<file path="src/rtl/line_codec_pkg.sv">
package line_codec_pkg;

  localparam int LC_MODE_W = 3;

  typedef enum logic [LC_MODE_W-1:0] {
    LC_NRZ   = 3'd0,
    LC_NRZI  = 3'd1,
    LC_FM0   = 3'd2,
    LC_FM1   = 3'd3,
    LC_MANCH = 3'd4
  } lc_mode_e;

  // Unassigned codes fall back to plain level coding.
  function automatic lc_mode_e lc_map_mode(input logic [LC_MODE_W-1:0] raw);
    lc_mode_e m;
    case (raw)
      3'd1:    m = LC_NRZI;
      3'd2:    m = LC_FM0;
      3'd3:    m = LC_FM1;
      3'd4:    m = LC_MANCH;
      default: m = LC_NRZ;
    endcase
    return m;
  endfunction

endpackage

</file>
<file path="src/rtl/lc_mode_track.sv">
module lc_mode_track
  import line_codec_pkg::*;
(
  input  logic     clk,
  input  logic     rst_n,
  input  logic     load,
  input  lc_mode_e mode_in,
  output lc_mode_e mode_cur,
  output logic     mode_diff
);

  lc_mode_e mode_q, mode_d;

  assign mode_diff = (mode_in != mode_q);
  assign mode_cur  = mode_q;

  always_comb begin
    mode_d = mode_q;
    if (load) mode_d = mode_in;
  end

  always_ff @(posedge clk or negedge rst_n) begin
    if (!rst_n) mode_q <= LC_NRZ;
    else        mode_q <= mode_d;
  end

endmodule

</file>
<file path="src/rtl/lc_encoder.sv">
module lc_encoder
  import line_codec_pkg::*;
(
  input  logic     clk,
  input  logic     rst_n,
  input  logic     en,
  input  logic     tick,
  input  logic     data,
  input  lc_mode_e mode_in,
  output logic     line,
  output logic     req
);

  logic     phase_q, phase_d;
  logic     line_q, line_d;
  logic     bit_q, bit_d;
  logic     boundary, midcell, base;
  lc_mode_e cur_mode;
  logic     mode_diff;

  assign boundary = en & tick & ~phase_q;
  assign midcell  = en & tick & phase_q;
  assign base     = mode_diff ? 1'b1 : line_q;
  assign req      = boundary;
  assign line     = line_q;

  lc_mode_track u_mode (
    .clk      (clk),
    .rst_n    (rst_n),
    .load     (boundary),
    .mode_in  (mode_in),
    .mode_cur (cur_mode),
    .mode_diff(mode_diff)
  );

  always_comb begin
    phase_d = phase_q;
    line_d  = line_q;
    bit_d   = bit_q;
    if (!en) begin
      line_d  = 1'b1;
      phase_d = 1'b0;
    end else if (boundary) begin
      phase_d = 1'b1;
      bit_d   = data;
      case (mode_in)
        LC_NRZI:        line_d = data ? base : ~base;
        LC_FM0, LC_FM1: line_d = ~base;
        default:        line_d = data;
      endcase
    end else if (midcell) begin
      phase_d = 1'b0;
      case (cur_mode)
        LC_FM0:   line_d = bit_q ? line_q : ~line_q;
        LC_FM1:   line_d = bit_q ? ~line_q : line_q;
        LC_MANCH: line_d = ~bit_q;
        default:  line_d = line_q;
      endcase
    end
  end

  always_ff @(posedge clk or negedge rst_n) begin
    if (!rst_n) begin
      phase_q <= 1'b0;
      line_q  <= 1'b1;
      bit_q   <= 1'b0;
    end else begin
      phase_q <= phase_d;
      line_q  <= line_d;
      bit_q   <= bit_d;
    end
  end

endmodule

</file>
<file path="src/rtl/lc_decoder.sv">
module lc_decoder
  import line_codec_pkg::*;
(
  input  logic     clk,
  input  logic     rst_n,
  input  logic     tick,
  input  logic     half,
  input  logic     line,
  input  lc_mode_e mode_in,
  output logic     bit_out,
  output logic     valid,
  output logic     err
);

  logic     first_s, second_s;
  logic     h1_q, h1_d;
  logic     ref_q, ref_d;
  logic     bit_q, bit_d;
  logic     valid_q, valid_d;
  logic     err_q, err_d;
  lc_mode_e cur_mode;
  logic     mode_diff;

  assign first_s  = tick & ~half;
  assign second_s = tick & half;
  assign bit_out  = bit_q;
  assign valid    = valid_q;
  assign err      = err_q;

  lc_mode_track u_mode (
    .clk      (clk),
    .rst_n    (rst_n),
    .load     (first_s),
    .mode_in  (mode_in),
    .mode_cur (cur_mode),
    .mode_diff(mode_diff)
  );

  always_comb begin
    h1_d    = h1_q;
    ref_d   = ref_q;
    bit_d   = bit_q;
    valid_d = 1'b0;
    err_d   = 1'b0;
    if (first_s) begin
      h1_d = line;
      if (mode_diff) ref_d = 1'b1;
    end
    if (second_s) begin
      valid_d = 1'b1;
      ref_d   = line;
      case (cur_mode)
        LC_NRZI: bit_d = (line == ref_q);
        LC_FM0: begin
          bit_d = (h1_q == line);
          err_d = (h1_q == ref_q);
        end
        LC_FM1: begin
          bit_d = (h1_q != line);
          err_d = (h1_q == ref_q);
        end
        LC_MANCH: begin
          bit_d = h1_q;
          err_d = (h1_q == line);
        end
        default: bit_d = line;
      endcase
    end
  end

  always_ff @(posedge clk or negedge rst_n) begin
    if (!rst_n) begin
      h1_q    <= 1'b1;
      ref_q   <= 1'b1;
      bit_q   <= 1'b0;
      valid_q <= 1'b0;
      err_q   <= 1'b0;
    end else begin
      h1_q    <= h1_d;
      ref_q   <= ref_d;
      bit_q   <= bit_d;
      valid_q <= valid_d;
      err_q   <= err_d;
    end
  end

endmodule

</file>
<file path="src/rtl/line_codec.sv">
module line_codec
  import line_codec_pkg::*;
#(
  parameter int RST_STAGES = 2
) (
  input  logic                 clk,
  input  logic                 rst_n,
  input  logic [LC_MODE_W-1:0] mode,
  input  logic                 tx_en,
  input  logic                 tx_tick,
  input  logic                 tx_data,
  output logic                 tx_req,
  output logic                 line_out,
  input  logic                 rx_tick,
  input  logic                 rx_half,
  input  logic                 rx_line,
  output logic                 rx_bit,
  output logic                 rx_valid,
  output logic                 rx_err
);

  localparam int SYNC_MSB = RST_STAGES - 1;

  logic [SYNC_MSB:0] rst_sync_q;
  logic              rst_int;
  lc_mode_e          mode_sel;

  // Reset asserts at once and releases on a clock edge.
  always_ff @(posedge clk or negedge rst_n) begin
    if (!rst_n) rst_sync_q <= '0;
    else        rst_sync_q <= {rst_sync_q[SYNC_MSB-1:0], 1'b1};
  end

  assign rst_int  = rst_sync_q[SYNC_MSB];
  assign mode_sel = lc_map_mode(mode);

  lc_encoder u_enc (
    .clk    (clk),
    .rst_n  (rst_int),
    .en     (tx_en),
    .tick   (tx_tick),
    .data   (tx_data),
    .mode_in(mode_sel),
    .line   (line_out),
    .req    (tx_req)
  );

  lc_decoder u_dec (
    .clk    (clk),
    .rst_n  (rst_int),
    .tick   (rx_tick),
    .half   (rx_half),
    .line   (rx_line),
    .mode_in(mode_sel),
    .bit_out(rx_bit),
    .valid  (rx_valid),
    .err    (rx_err)
  );

endmodule

</file>
<file path="config.mk">
export PLATFORM = sky130hd
export DESIGN_NAME = line_codec
export DESIGN_NICKNAME = d
export VERILOG_FILES = /design/src/rtl/line_codec_pkg.sv /design/src/rtl/lc_mode_track.sv /design/src/rtl/lc_encoder.sv /design/src/rtl/lc_decoder.sv /design/src/rtl/line_codec.sv
export SDC_FILE = /design/constraint.sdc
export NUM_CORES = 1
export LEC_CHECK = 0
export BUFFER_PORTS_ARGS = -buffer_cell sky130_fd_sc_hd__buf_2
export CAP_MARGIN = 5
export CORE_MARGIN = 5
export CORE_UTILIZATION = 45
export CTS_BUF_LIST = sky130_fd_sc_hd__clkbuf_2
export DETAILED_ROUTE_END_ITERATION = 8
export GPL_TIMING_DRIVEN = 0
export PLACE_DENSITY_LB_ADDON = 0.25
export SYNTH_ARGS = -nofsm -noshare
export SYNTH_HDL_FRONTEND = slang
export SYNTH_SLANG_ARGS = --single-unit
</file>
<file path="constraint.sdc">
create_clock -name clk -period 0.9 [get_ports clk]
set_input_delay 0.09 -clock clk [delete_from_list [all_inputs] [get_ports clk]]
set_output_delay 0.09 -clock clk [all_outputs]
set_load 0.01 [all_outputs]
</file>
# [Yosys cells after proc, flatten, opt, wreduce, memory -nomap -nowiden]
# Index checks and enable logic that the tools add are counted.
[word_totals] register_bits=16 inputBits=11 out_inout_bits=5 wordCells=72
[classes] eq_ne=24 n_mux=20 bitwise_logic=10 n_reduce_logical=7
[op_table] cell="$eq A3 B2 Y1 const B" count=8
[op_table] cell="$mux W1" count=15
[op_table] cell="$pmux W3 S4" count=1
[op_table] cell="$eq A3 B1 Y1 const B" count=3
[op_table] cell="$eq A3 B3 Y1 const B" count=3
[op_table] cell="$ne A3 B3 Y1" count=2
[op_table] cell="$and A1 B1 Y1" count=5
[op_table] cell="$ne A5 B1 Y1 const B" count=1
[op_table] cell="$not A1 Y1" count=5
[op_table] cell="$ne A4 B3 Y1 const B" count=1
[op_table] cell="$ne A4 B4 Y1 const B" count=1
[op_table] cell="$pmux W1 S2" count=2
[op_table] cell="$pmux W1 S4" count=1
[op_table] cell="$reduce_and A2 Y1" count=2
[op_table] cell="$reduce_and A4 Y1" count=1
[op_table] cell="$reduce_bool A2 Y1" count=2
[op_table] cell="$reduce_or A2 Y1" count=2
[op_table] cell="$eq A1 B1 Y1" count=3
[op_table] cell="$ne A3 B1 Y1 const B" count=1
[op_table] cell="$pmux W1 S3" count=1
[op_table] cell="$ne A1 B1 Y1" count=1

# [Logic depth before layout (Yosys ltp)]
# Gate-level depths: netlist of the first run.
[depth] ltp_word=9 depth_mapped=5 depth_no_buf=4

# [Cells and area by module]
# From an unflattened synthesis of the first run, not the netlist that was laid out.
[unflattened] hier_cells=86 area_unflattened_um2=918.4
[by_module_without_submodules] module="lc_decoder" instances=1 cells_per_inst=34 area_per_inst_um2=317.8 seq_area_each_um2=127.6
[by_module_without_submodules] module="lc_mode_track" instances=2 cells_per_inst=10 area_per_inst_um2=140.1 seq_area_each_um2=75.1
[by_module_without_submodules] module="lc_encoder" instances=1 cells_per_inst=26 area_per_inst_um2=236.5 seq_area_each_um2=76.3
[by_module_without_submodules] module="line_codec" instances=1 cells_per_inst=6 area_per_inst_um2=83.8 seq_area_each_um2=50.0

# [Least setup slack after synthesis of the first run]
# Ideal clock, no wire load.
[synth_path] path_type="register to register" from="register u_enc.u_mode.mode_q[1] (netlist: u_enc.u_mode.mode_cur[1])" to="register u_enc.line_q (netlist: u_enc.line)" setup_ns=0.094 arrival_ns=1.477 required_ns=0.806 path_slack_ns=-0.671 stages_incl_launch_ff=5 n_path_buf=0 synth_period_minus_slack_ns=1.571 cell_sequence="dfrtp_1 xor2_1 or4_1 a32o_1 a311oi_1"
[synth_via] elab_chain_len=7 elab_cells_between_ends=16 classes_between="eq/ne: 7; mux: 7; bitwise: 1; reduce/logical: 1"
[synth_rtl] item="start, declared" line_no="lc_mode_track.sv:12" text="lc_mode_e mode_q, mode_d;"
[synth_rtl] item="start signal, assigned" line_no="lc_mode_track.sv:24" text="else mode_q <= mode_d;"
[synth_rtl] item="$ne A3 B3 Y1" line_no="lc_mode_track.sv:14" text="assign mode_diff = (mode_in != mode_q);"
[synth_rtl] item="$mux W1" line_no="lc_encoder.sv:23" text="assign base = mode_diff ? 1'b1 : line_q;"
[synth_rtl] item="$not A1 Y1" line_no="lc_encoder.sv:47, lc_encoder.sv:48"
[synth_rtl] item="$mux W1" line_no="lc_encoder.sv:47" text="LC_NRZI: line_d = data ? base : ~base;"
[synth_rtl] item="$pmux W1 S2" line_no="lc_encoder.sv:46" text="case (mode_in)"
[synth_rtl] item="$mux W1" line_no="lc_encoder.sv:43" text="end else if (boundary) begin"
[synth_rtl] item="$mux W1" line_no="lc_encoder.sv:40" text="if (!en) begin"
[synth_rtl] item="end signal, assigned" line_no="lc_encoder.sv:69" text="line_q <= line_d;"
[synth_rtl] item="end, declared" line_no="lc_encoder.sv:15" text="logic line_q, line_d;"
# Several ways; a longest one is shown, not always the timed one. The select of a mux whose other input is x is not followed.
# A chain may end at the register's enable or synchronous reset.

# [Worst setup path after layout of the first run]
# Ends and elaborated chain as after synthesis.

==> flow_metrics.env, run 1 <==
export IMPL_synth_area_um2=922
export IMPL_grt_pass1_vias=834
export IMPL_synth_area_leader_cell="dfrtp_1"
export IMPL_drt_wl_total_um=2300
export IMPL_violations="negative setup slack"
export IMPL_slew_headroom_pct=61.4
export IMPL_ant_nets=0
export IMPL_synth_nets=109
export IMPL_fin_crit_ps=1580
export IMPL_ys_seq_elements=16
export IMPL_port_buffers=13
export IMPL_htreeDepth=1
export IMPL_cts_buffers_inserted=3
export IMPL_layout_drive_gt1_share_pct=43.8
export IMPL_drt_iter0_drc=32
export IMPL_track_usage_pct=15.2
export IMPL_min_path_type="in2reg"
export IMPL_pwr_share_seq_pct=49.6
export IMPL_die_h_um=55.3
export IMPL_cp_max_fo=2
export IMPL_num_rows=16
export IMPL_hold_slack_ps=41.8
export IMPL_firstDrtPassIters=4
export IMPL_netlist_instances=98
export IMPL_worst_pin_slew_ps=579
export IMPL_cp_data_arrival_time_ps=1790
export IMPL_crit_buf_inv=0
export IMPL_nets=140
export IMPL_finalWorstSetupSlack_ps=-683
export IMPL_crit_required_ps=1110
export IMPL_power_frac_comb_pct=33.0
export IMPL_max_freq_mhz=632
export IMPL_area_growth_pct=40.6
export IMPL_gp_congestion=0.786
export IMPL_slowest_stage="dfrtp_2"
export IMPL_wire_per_inst_um=14.8
export IMPL_clk_path_buf_depth=2
export IMPL_dp_hpwl_um=1430
export IMPL_die_x_um=55.3
export IMPL_p_sw_share_pct=32.2
export IMPL_ios=16
export IMPL_maxCapViolCount=0
export IMPL_yosysSeqAreaShare_pct=43.8
export IMPL_cts_sinks=16
export IMPL_synth_area_top_cells="dfrtp_1, dfstp_2, o21ai_0"
export IMPL_yosys_warnings=0
export IMPL_n_antenna_cell=0
export IMPL_vias_per_cell=5.43
export IMPL_yosysUniqueCellTypes=36
export IMPL_crit_family="compound AO/OA/AOI/OAI gates"
export IMPL_drv_slew=0
export IMPL_p_int_uw=1250
export IMPL_crit_chain="xor2_1 > or4_1 > a32o_1 > a311oi_1"
export IMPL_power_frac_clock_pct=17.5
export IMPL_grt_pass1_wl_um=3730
export IMPL_clk_pin_slew_ps=160
export IMPL_coreArea_mm2=0.00196
export IMPL_clock_latency_ps=280
export IMPL_cts_root_buf="clkbuf_2"
export IMPL_cts_tree="yes"
export IMPL_endpoint_kind="flip-flop"
export IMPL_p_leak_uw=0.000573
export IMPL_overflow=0
export IMPL_floorplan_initialDensity_pct=47.0
export IMPL_finalCritPeriodShare_pct=176
export IMPL_worst_path_largest_cell_delay_ps=450
export IMPL_power_density_mw_per_mm2=1420
export IMPL_hold_viol_final=0
export IMPL_rsz0062_at_grt="yes"
export IMPL_vdd_drop_max_mv=0.941
export IMPL_power_switching_uw=592
export IMPL_synth_top_cell_area_share_pct=35.3
export IMPL_antenna_found_initial=0
export IMPL_worstSetupPathType="reg2reg"
export IMPL_syn_area_per_cell_um2=9.41
export IMPL_status="finished with violations"
export IMPL_nFillCells=181
export IMPL_via_count=842
export IMPL_tns_ps=-3230
export IMPL_setup_worst_path_start_class="flip-flop"
export IMPL_die_area_mm2=0.00305
export IMPL_drc_errors=0
export IMPL_clock_skew_ps=8.15
export IMPL_setup_viol_count_final=12
export IMPL_grt_max_degree=15
[logic make-up (layout without fill, tap and decap cells)]
group / count (synthesis) / count (layout) / synth area share, %
compound gates: 27 / 27 / 18.7
simple gates: 36 / 36 / 23.5
buf+inv: 9 / 39 / 4.48
other cells: 1 / 1 / 0.407
mux: 2 / 2 / 2.44
xor+xnor: 7 / 7 / 6.65
flops: 16 / 16 / 43.8
[Yosys cell counts]
cell,count
or4b_1,1
inv_1,4
or2b_1,1
mux2_2,2
o21ai_0,10
or4_1,2
a311oi_1,1
o21a_1,1
o22ai_1,1
nand3b_1,2
o311ai_0,1
and2_1,2
nor4bb_1,2
nor2b_1,1
a21oi_1,5
o31ai_1,1
xor2_1,3
buf_6,1
a31oi_1,2
conb_1,1
nor2_1,3
dfrtp_1,13
xnor2_1,4
clkbuf_1,4
nand2b_1,6
a221oi_1,1
o32a_1,1
o21ba_2,1
nand2_1,10
nor3_1,1
or3b_2,2
nand3_1,2
a21boi_0,1
dfstp_2,3
a32o_1,1
or4bb_1,1
[path summary, 6_finish.rpt]
check                                          from                        to  slack (ps)  cells past startpoint
setup / recovery           u_enc.u_mode.mode_cur[1]                u_enc.line        -680                      4
hold / removal                                tx_en             u_enc.phase_q          40                      2
setup reg to reg           u_enc.u_mode.mode_cur[1]                u_enc.line        -680                      4
hold reg to reg                       rst_sync_q[1]               u_enc.bit_q         240                      0
max in group asynchronous             rst_sync_q[1]  u_dec.u_mode.mode_cur[0]         250                      0
min in group asynchronous                     rst_n             rst_sync_q[1]         110                      2
[state kept, by name, indices dropped and copies added, names as in the netlist]
name and flops:
rst_sync_q 2, u_dec.bit_out 1, u_dec.err 1, u_dec.h1_q 1, u_dec.ref_q 1, u_dec.u_mode.mode_cur 3
u_dec.valid 1, u_enc.bit_q 1, u_enc.line 1, u_enc.phase_q 1, u_enc.u_mode.mode_cur 3
[per-layer routing]
layer | routed length, um | part of all wire [%] | global-route usage [%] | vias to the layer above
met2 | 1080 | 47 | 24.7 | 26
met5 | 0 | 0 | 0 | -
met3 | 141 | 6.1 | 2.80 | 4
li1 | - | - | - | 409
met1 | 1060 | 46 | 20.5 | 403
met4 | 16 | 0.70 | 4.17 | 0
[per-stage QoR]
stage	setup WS (ps)	power, uW	utilization, %	cell area (um2)	instances
final	-683	1840	66.1	1300	155
after CTS	-691	1770	62.1	1220	151
after floorplan	-647	1200	-	946	98
after detailed placement	-723	1330	53.3	1040	138
after global routing	-747	1950	66.1	1300	155
after global placement	-719	1300	53.3	1040	138
[placed cells by master (no fill, tap or decap), types with 2 or more instances in the layout]
master and instances:
a21oi_1 4, and2_1 2, dfrtp_1 9, dfstp_2 3
o21ai_1 4, nand3b_1 2, dfrtp_2 4, clkbuf_2 3
inv_1 4, xnor2_2 3, nor2_1 2, nand2_1 8
nand2_2 2, dlygate4sd3_1 3, o21ai_0 5, xor2_1 3
buf_2 12, buf_6 9, a31oi_1 2, nand2b_1 5
mux2_4 2, buf_4 5
[final cells by class]
cell class	count	area (um2)	area share [%]
Multi-Input combinational cell	73	573	44.2
Sequential cell	16	409	31.6
Inverter	4	15.0	1.16
Timing Repair Buffer	28	218	16.8
Buffer	3	28.8	2.22
Clock inverter	1	3.75	0.290
Tap cell	27	33.8	2.61
Clock buffer	3	15.0	1.16
[timing repair]
action,in CTS,in global routing
pin swaps,7,9
endpoints found under the hold margin,3,0
hold buffers,3,0
resized for setup,21,14
setup endpoints to repair,12,15
buffers inserted,8,5
[power by group through the flow]
stage | combinational (uW) | sequential [uW] | clock (uW)
floorplan | 292 | 906 | 0
global placement | 391 | 912 | 0
detailed placement | 406 | 920 | 0
CTS | 529 | 910 | 332
global route | 657 | 926 | 366
finish | 607 | 913 | 322
No activity file was read; power rests on OpenSTA's default activity.
==> inputs of run 2 (changes only) <==
--- a/config.mk
+++ b/config.mk
@@ -5,8 +5,9 @@
 export SDC_FILE = /design/constraint.sdc
 export NUM_CORES = 1
 export LEC_CHECK = 0
+export ABC_AREA = 1
 export BUFFER_PORTS_ARGS = -buffer_cell sky130_fd_sc_hd__buf_2
-export CAP_MARGIN = 5
+export CAP_MARGIN = 25
 export CORE_MARGIN = 5
 export CORE_UTILIZATION = 45
 export CTS_BUF_LIST = sky130_fd_sc_hd__clkbuf_2
==> run 2 against run 1 <==
Compared with the run above:
- the flow still finishes with violations (negative setup slack)
- synthesized cell count is 14% higher
- final cell count is 9.7% higher
- critical path depth grew 2
==> flow_metrics.env, run 2 <==
export IMPL_p_leak_uw=0.000604
export IMPL_via_count=857
export IMPL_clk_path_buf_depth=2
export IMPL_drc_errors=0
export IMPL_coreArea_mm2=0.00190
export IMPL_power_frac_comb_pct=29.9
export IMPL_r2r_end="u_dec.bit_out"
export IMPL_cts_sinks=16
export IMPL_layout_common_cells="nand2_1, buf_2, dfrtp_1, nand3_1, inv_1"
export IMPL_syn_area_per_cell_um2=7.84
export IMPL_power_density_mw_per_mm2=1480
export IMPL_setup_viol_count_final=11
export IMPL_layout_drive_gt1_share_pct=37.1
export IMPL_clk_pin_slew_ps=160
export IMPL_r2r_setup_slack_ps=-310
export IMPL_endpoint_kind="flip-flop"
export IMPL_power_frac_clock_pct=18.7
export IMPL_r2r_cells=6
export IMPL_port_buffers=15
export IMPL_cts_buffers_inserted=3
export IMPL_violations="negative setup slack"
export IMPL_reg2reg_from="u_dec.h1_q"
export IMPL_slew_headroom_pct=62.2
export IMPL_power_switching_uw=571
export IMPL_synth_area_top_cells="dfrtp_1, nand2_1, dfstp_2"
export IMPL_nFillCells=172
export IMPL_drt_wl_total_um=1940
export IMPL_finalWorstSetupSlack_ps=-307
export IMPL_overflow=0
export IMPL_worstSetupPathType="reg2reg"
export IMPL_total_power_uw=1730
export IMPL_area_growth_pct=33.3
export IMPL_maxCapViolCount=0
export IMPL_setup_worst_path_start_class="flip-flop"
export IMPL_die_h_um=54.2
export IMPL_antenna_found_initial=0
export IMPL_worstHoldStart="tx_data"
export IMPL_grt_max_degree=15
export IMPL_n_antenna_cell=0
export IMPL_synth_ff_type="dfrtp_1"
export IMPL_wire_per_inst_um=11.4
export IMPL_gp_congestion=0.747
export IMPL_yosys_warnings=0
export IMPL_ys_seq_elements=16
export IMPL_hold_path_endpoint="u_enc.bit_q"
export IMPL_ys_async_sr_fraction_pct=100
export IMPL_fin_crit_ps=1210
export IMPL_synth_top_cell_area_share_pct=37.0
export IMPL_netlist_instances=112
export IMPL_synthTopCellsByCount="nand2_1, dfrtp_1, nand3_1, inv_1, o21ai_0"
export IMPL_grt_pass1_vias=821
export IMPL_num_rows=16
export IMPL_floorplan_initialDensity_pct=46.2
export IMPL_crit_chain="xor2_2 > nand2_1 > nand2_1 > nand3_1 > nand3_1 > nand2_1"
export IMPL_yosysSeqAreaShare_pct=46.0
export IMPL_rsz0062_at_grt="yes"
export IMPL_max_freq_mhz=829
export IMPL_ant_nets=0
export IMPL_cp_max_fo=2
export IMPL_worst_path_largest_cell_delay_ps=590
export IMPL_post_route_util_pct=61.6
export IMPL_drv_slew=0
export IMPL_slowest_stage="dfstp_2"
export IMPL_track_usage_pct=16.0
export IMPL_vias_per_cell=5.04
export IMPL_p_sw_share_pct=33.0
export IMPL_cp_data_arrival_time_ps=1400
export IMPL_synth_edf_count=0
export IMPL_grt_pass1_wl_um=3390
export IMPL_cts_tree="yes"
export IMPL_synth_area_leader_cell="dfrtp_1"
export IMPL_pwr_share_seq_pct=51.5
export IMPL_die_area_mm2=0.00294
export IMPL_hold_viol_final=0
export IMPL_p_int_uw=1160
export IMPL_ios=16
export IMPL_yosysUniqueCellTypes=21
export IMPL_die_x_um=54.2
export IMPL_min_path_type="in2reg"
export IMPL_status="finished with violations"
export IMPL_finalCritPeriodShare_pct=134
export IMPL_dp_hpwl_um=1360
export IMPL_crit_required_ps=1090
export IMPL_yosysMostFrequentCell="nand2_1"
export IMPL_clock_latency_ps=300
export IMPL_hold_path_cell_count=3
export IMPL_htreeDepth=1
export IMPL_tns_ps=-1610
export IMPL_cts_root_buf="clkbuf_2"
export IMPL_synth_area_um2=878
export IMPL_firstDrtPassIters=4
export IMPL_nets=155
export IMPL_path_common_cell="nand2_1"
export IMPL_drt_iter0_drc=14
export IMPL_synth_nets=123
export IMPL_worst_pin_slew_ps=567
export IMPL_clock_skew_ps=15.2
export IMPL_layout_commonest_cell="nand2_1"
export IMPL_vdd_drop_max_mv=0.975
[run 2: changes by cell type after synthesis, moves of 4 or more]
| cell | delta |
|---|---|
| inv_1 | +8 |
| clkbuf_1 | -4 |
| nand3_1 | +11 |
| inv_2 | +4 |
| nand2b_1 | -6 |
| nor2_1 | +4 |
| nand2_1 | +16 |
[run 2: worst max path at each step]
| stage | startpoint | endpoint | slack (ps) |
|---|---|---|---|
| after floorplan | u_dec.h1_q | u_dec.bit_out | -230 |
| after global placement | u_dec.h1_q | u_dec.bit_out | -310 |
| after detailed placement | u_dec.h1_q | u_dec.bit_out | -330 |
| after CTS | u_dec.h1_q | u_dec.bit_out | -320 |
| after global routing | u_enc.u_mode.mode_cur[0] | u_enc.line | -380 |
| final | u_dec.h1_q | u_dec.bit_out | -310 |
[run 2: final cells by class]
cell class	instances	area (um2)	area share, %
plain buffers	1	11.3	0.962
clock buffers	3	15.0	1.28
clock inverters	1	3.75	0.321
inverters	16	65.1	5.56
multi-input cells	79	443	37.8
flip-flops and latches	16	404	34.5
well taps	27	33.8	2.88
repair buffers	27	195	16.7
[run 2: through the flow]
| step | std cells | worst slack [ps] | cell area [um2] | hold WS, ps |
|---|---|---|---|---|
| floorplan | 112 | -232 | 885 | -206 |
| global placement | 154 | -312 | 993 | -125 |
| detailed placement | 154 | -325 | 993 | -118 |
| CTS | 167 | -320 | 1110 | 42.2 |
| global route | 170 | -380 | 1170 | 30.7 |
| finish | 170 | -307 | 1170 | 37.8 |
[run 2: what timing repair did]
action | in CTS | in global routing
endpoints found under the hold margin | 2 | 0
buffers inserted | 8 | 3
setup endpoints to repair | 10 | 15
hold buffers | 1 | 0
pin swaps | 12 | 0
resized for setup | 9 | 15
[run 2: power groups by stage]
stage / clock, uW / combinational (uW) / sequential [uW]
after global placement: 0 / 368 / 902
after detailed placement: 0 / 377 / 907
after floorplan: 0 / 264 / 899
after CTS: 337 / 467 / 888
after global routing: 358 / 581 / 905
final: 323 / 517 / 891
[run 2: cells by family after synthesis]
family | share of synthesized area (%)
simple gates | 28.6
compound gates | 11.5
buf+inv | 7.41
flops | 46.0
xor+xnor | 5.98
other cells | 0.427
[run 2: critical path, delay by kind of cell (launching register included)]
kind                      cells  cell delay (ps)
xor gates and xnor gates      1              150
DFF                           1              590
and+or+nand+nor               5              350
[run 2: per-layer routing]
| metal | global-route usage, % | vias to the layer above | wire, um |
|---|---|---|---|
| li1 | - | 423 | - |
| met1 | 18.9 | 398 | 812 |
| met2 | 25.7 | 28 | 980 |
| met3 | 4.16 | 8 | 93 |
| met4 | 9.54 | 0 | 58 |
| met5 | 0 | - | 0 |
==> inputs of run 3 (changes only) <==
--- a/config.mk
+++ b/config.mk
@@ -14,6 +14,9 @@
 export DETAILED_ROUTE_END_ITERATION = 8
 export GPL_TIMING_DRIVEN = 0
 export PLACE_DENSITY_LB_ADDON = 0.25
+export SETUP_SLACK_MARGIN = 0.1
+export SKIP_LAST_GASP = 1
 export SYNTH_ARGS = -nofsm -noshare
 export SYNTH_HDL_FRONTEND = slang
+export SYNTH_HIERARCHICAL = 1
 export SYNTH_SLANG_ARGS = --single-unit
==> run 3 against run 2 <==
Compared with the run above:
- the flow still finishes with violations (negative setup slack)
- clock skew shrank 13 ps
- worst hold slack gained 50 ps
- sequential share of layout area down 3.8 points
- power grew 8.1%
- clock power barely moved
- critical path type unchanged
==> flow_metrics.env, run 3 <==
export IMPL_status="finished with violations"
export IMPL_violations="negative setup slack"
export IMPL_worst_pin_slew_ps=573
export IMPL_synthTopCellsByCount="nand2_1, inv_1, nor2_1, dfrtp_1, nand3_1"
export IMPL_synth_area_leader_cell="dfrtp_1"
export IMPL_hold_viol_final=0
export IMPL_ant_nets=0
export IMPL_cts_sinks=16
export IMPL_synth_edf_count=0
export IMPL_die_x_um=56.4
export IMPL_rsz0062_at_grt="yes"
export IMPL_synth_area_top_cells="dfrtp_1, nand2_1, inv_1"
export IMPL_total_power_uw=1870
export IMPL_nets=197
export IMPL_drt_wl_total_um=2350
export IMPL_path_common_cell="nand2_1"
export IMPL_yosysSeqAreaShare_pct=41.7
export IMPL_floorplan_initialDensity_pct=48.4
export IMPL_fin_crit_ps=1240
export IMPL_num_rows=16
export IMPL_vdd_drop_max_mv=0.874
export IMPL_slew_headroom_pct=61.8
export IMPL_worst_path_largest_cell_delay_ps=450
export IMPL_multi_input_area_um2=498
export IMPL_synth_nets=159
export IMPL_netlist_instances=148
export IMPL_overflow=0
export IMPL_wire_per_inst_um=11.1
export IMPL_n_antenna_cell=0
export IMPL_finalWorstSetupSlack_ps=-340
export IMPL_finalCritPeriodShare_pct=138
export IMPL_synth_ff_type="dfrtp_1"
export IMPL_yosysUniqueCellTypes=17
export IMPL_worstSetupPathType="reg2reg"
export IMPL_setup_viol_count_final=12
export IMPL_min_path_type="in2async"
export IMPL_max_freq_mhz=806
export IMPL_synth_top_cell_area_share_pct=33.6
export IMPL_cts_buffers_inserted=3
export IMPL_grt_pass1_vias=914
export IMPL_clock_latency_ps=280
export IMPL_area_growth_pct=36.8
export IMPL_die_area_mm2=0.00318
export IMPL_maxCapViolCount=0
export IMPL_endpoint_kind="flip-flop"
export IMPL_vias_per_cell=4.83
export IMPL_die_h_um=56.4
export IMPL_yosysMostFrequentCell="nand2_1"
export IMPL_syn_area_per_cell_um2=6.54
export IMPL_r2r_setup_slack_ps=-340
export IMPL_hold_slack_ps=88.2
export IMPL_r2r_end="u_enc/line"
export IMPL_ys_async_sr_fraction_pct=100
export IMPL_slowest_stage="dfrtp_1"
export IMPL_power_density_mw_per_mm2=1410
export IMPL_track_usage_pct=14.3
export IMPL_ys_seq_elements=16
export IMPL_nFillCells=166
export IMPL_clk_path_buf_depth=2
export IMPL_cp_data_arrival_time_ps=1470
export IMPL_layout_commonest_cell="nand2_1"
export IMPL_reg2reg_from="u_enc/u_mode/mode_cur[2]"
export IMPL_dp_hpwl_um=1460
export IMPL_drc_errors=0
export IMPL_synth_area_um2=968
export IMPL_htreeDepth=1
export IMPL_cts_root_buf="clkbuf_2"
export IMPL_ios=16
export IMPL_layout_common_cells="nand2_1, inv_1, nor2_1, buf_2"
export IMPL_crit_chain="inv_2 > nand2_1 > nand2_1 > nand3_1 > inv_1 > nand3_2 > nand2_1 > nand2_1 > nor2_1 > nor2_1 > nor2_1"
export IMPL_firstDrtPassIters=4
export IMPL_cts_tree="yes"
export IMPL_grt_pass1_wl_um=3680
export IMPL_layout_drive_gt1_share_pct=34.6
export IMPL_gp_congestion=0.783
export IMPL_via_count=1023
export IMPL_crit_required_ps=1130
export IMPL_drv_slew=0
export IMPL_clock_skew_ps=2.57
export IMPL_drt_iter0_drc=39
export IMPL_port_buffers=15
export IMPL_yosys_warnings=6
export IMPL_register_area_um2=407
export IMPL_clk_pin_slew_ps=160
export IMPL_cp_max_fo=3
export IMPL_coreArea_mm2=0.00200
export IMPL_setup_worst_path_start_class="flip-flop"
export IMPL_p_leak_uw=0.000700
export IMPL_antenna_found_initial=0
export IMPL_r2r_cells=11
export IMPL_grt_max_degree=15
==> run 3: cell types whose count changed after synthesis, moves of 3 or more <==
cell     before  now
xor2_1        4    0
inv_1        12   28
o21ai_1       3    0
nand2_1      26   46
nor2_1        7   20
==> run 3: final cells by class <==
type                    instances  area share [%]
multi-input cells             102            37.6
flip-flops and latches         16            30.7
repair buffers                 33            18.9
inverters                      30            8.88
well taps                      27            2.55
clock buffers                   3            1.13
clock inverters                 1           0.283
==> run 3: where the power goes <==
part | switching, uW | total [uW] | internal (uW)
clock | 228 | 325 | 96.6
sequential | 94.4 | 909 | 814
combinational | 326 | 638 | 313
total | 648 | 1870 | 1220
==> run 3: how the worst max path moves through the flow <==
stage,start,endpoint,slack (ps),cells after the start
global route,u_enc/u_mode/mode_cur[1],u_enc/line,-450,11
CTS,u_enc/u_mode/mode_cur[2],u_enc/line,-340,11
floorplan,u_enc/u_mode/mode_cur[2],u_enc/line,-200,11
finish,u_enc/u_mode/mode_cur[2],u_enc/line,-340,11
detailed placement,mode[2],u_enc/line,-470,11
global placement,mode[2],u_enc/line,-430,11
==> run 3: through the flow <==
step                area [um2]  setup slack (ps)  instances  utilization, %  setup TNS [ps]
floorplan                  971              -197        148               -            -384
global placement          1080              -433        190            53.9            -911
detailed placement        1080              -470        190            53.9           -1030
CTS                       1210              -338        204            60.4           -1390
global route              1330              -452        212            66.2           -2630
finish                    1330              -340        212            66.2           -1780
==> run 3: routing by layer <==
layer	global-route usage (%)	wire length (um)
met5	0	0
met2	23.4	1200
met3	3.21	134
met4	5.08	39
met1	18.4	978
==> run 3: worst max-delay path, delay by kind of cell, from the launching register on <==
| family | cells | cell delay [ps] |
|---|---|---|
| buf+inv | 2 | 140 |
| flops | 1 | 450 |
| simple gates | 9 | 600 |
==> run 3: what timing repair did <==
action,4_1_cts,5_1_grt
gates resized for setup,10,24
buffers inserted,8,8
endpoints found under the setup margin,16,17
hold endpoints to repair,3,0
pin swaps,5,11
hold buffers,2,0
==> run 3: logic make-up after synthesis <==
logic type / count (synthesis) / share of synthesized area [%]
compound gates: 14 / 7.23
xor+xnor: 2 / 1.81
buf+inv: 30 / 11.6
flops: 16 / 41.7
other cells: 1 / 0.387
simple gates: 85 / 37.2
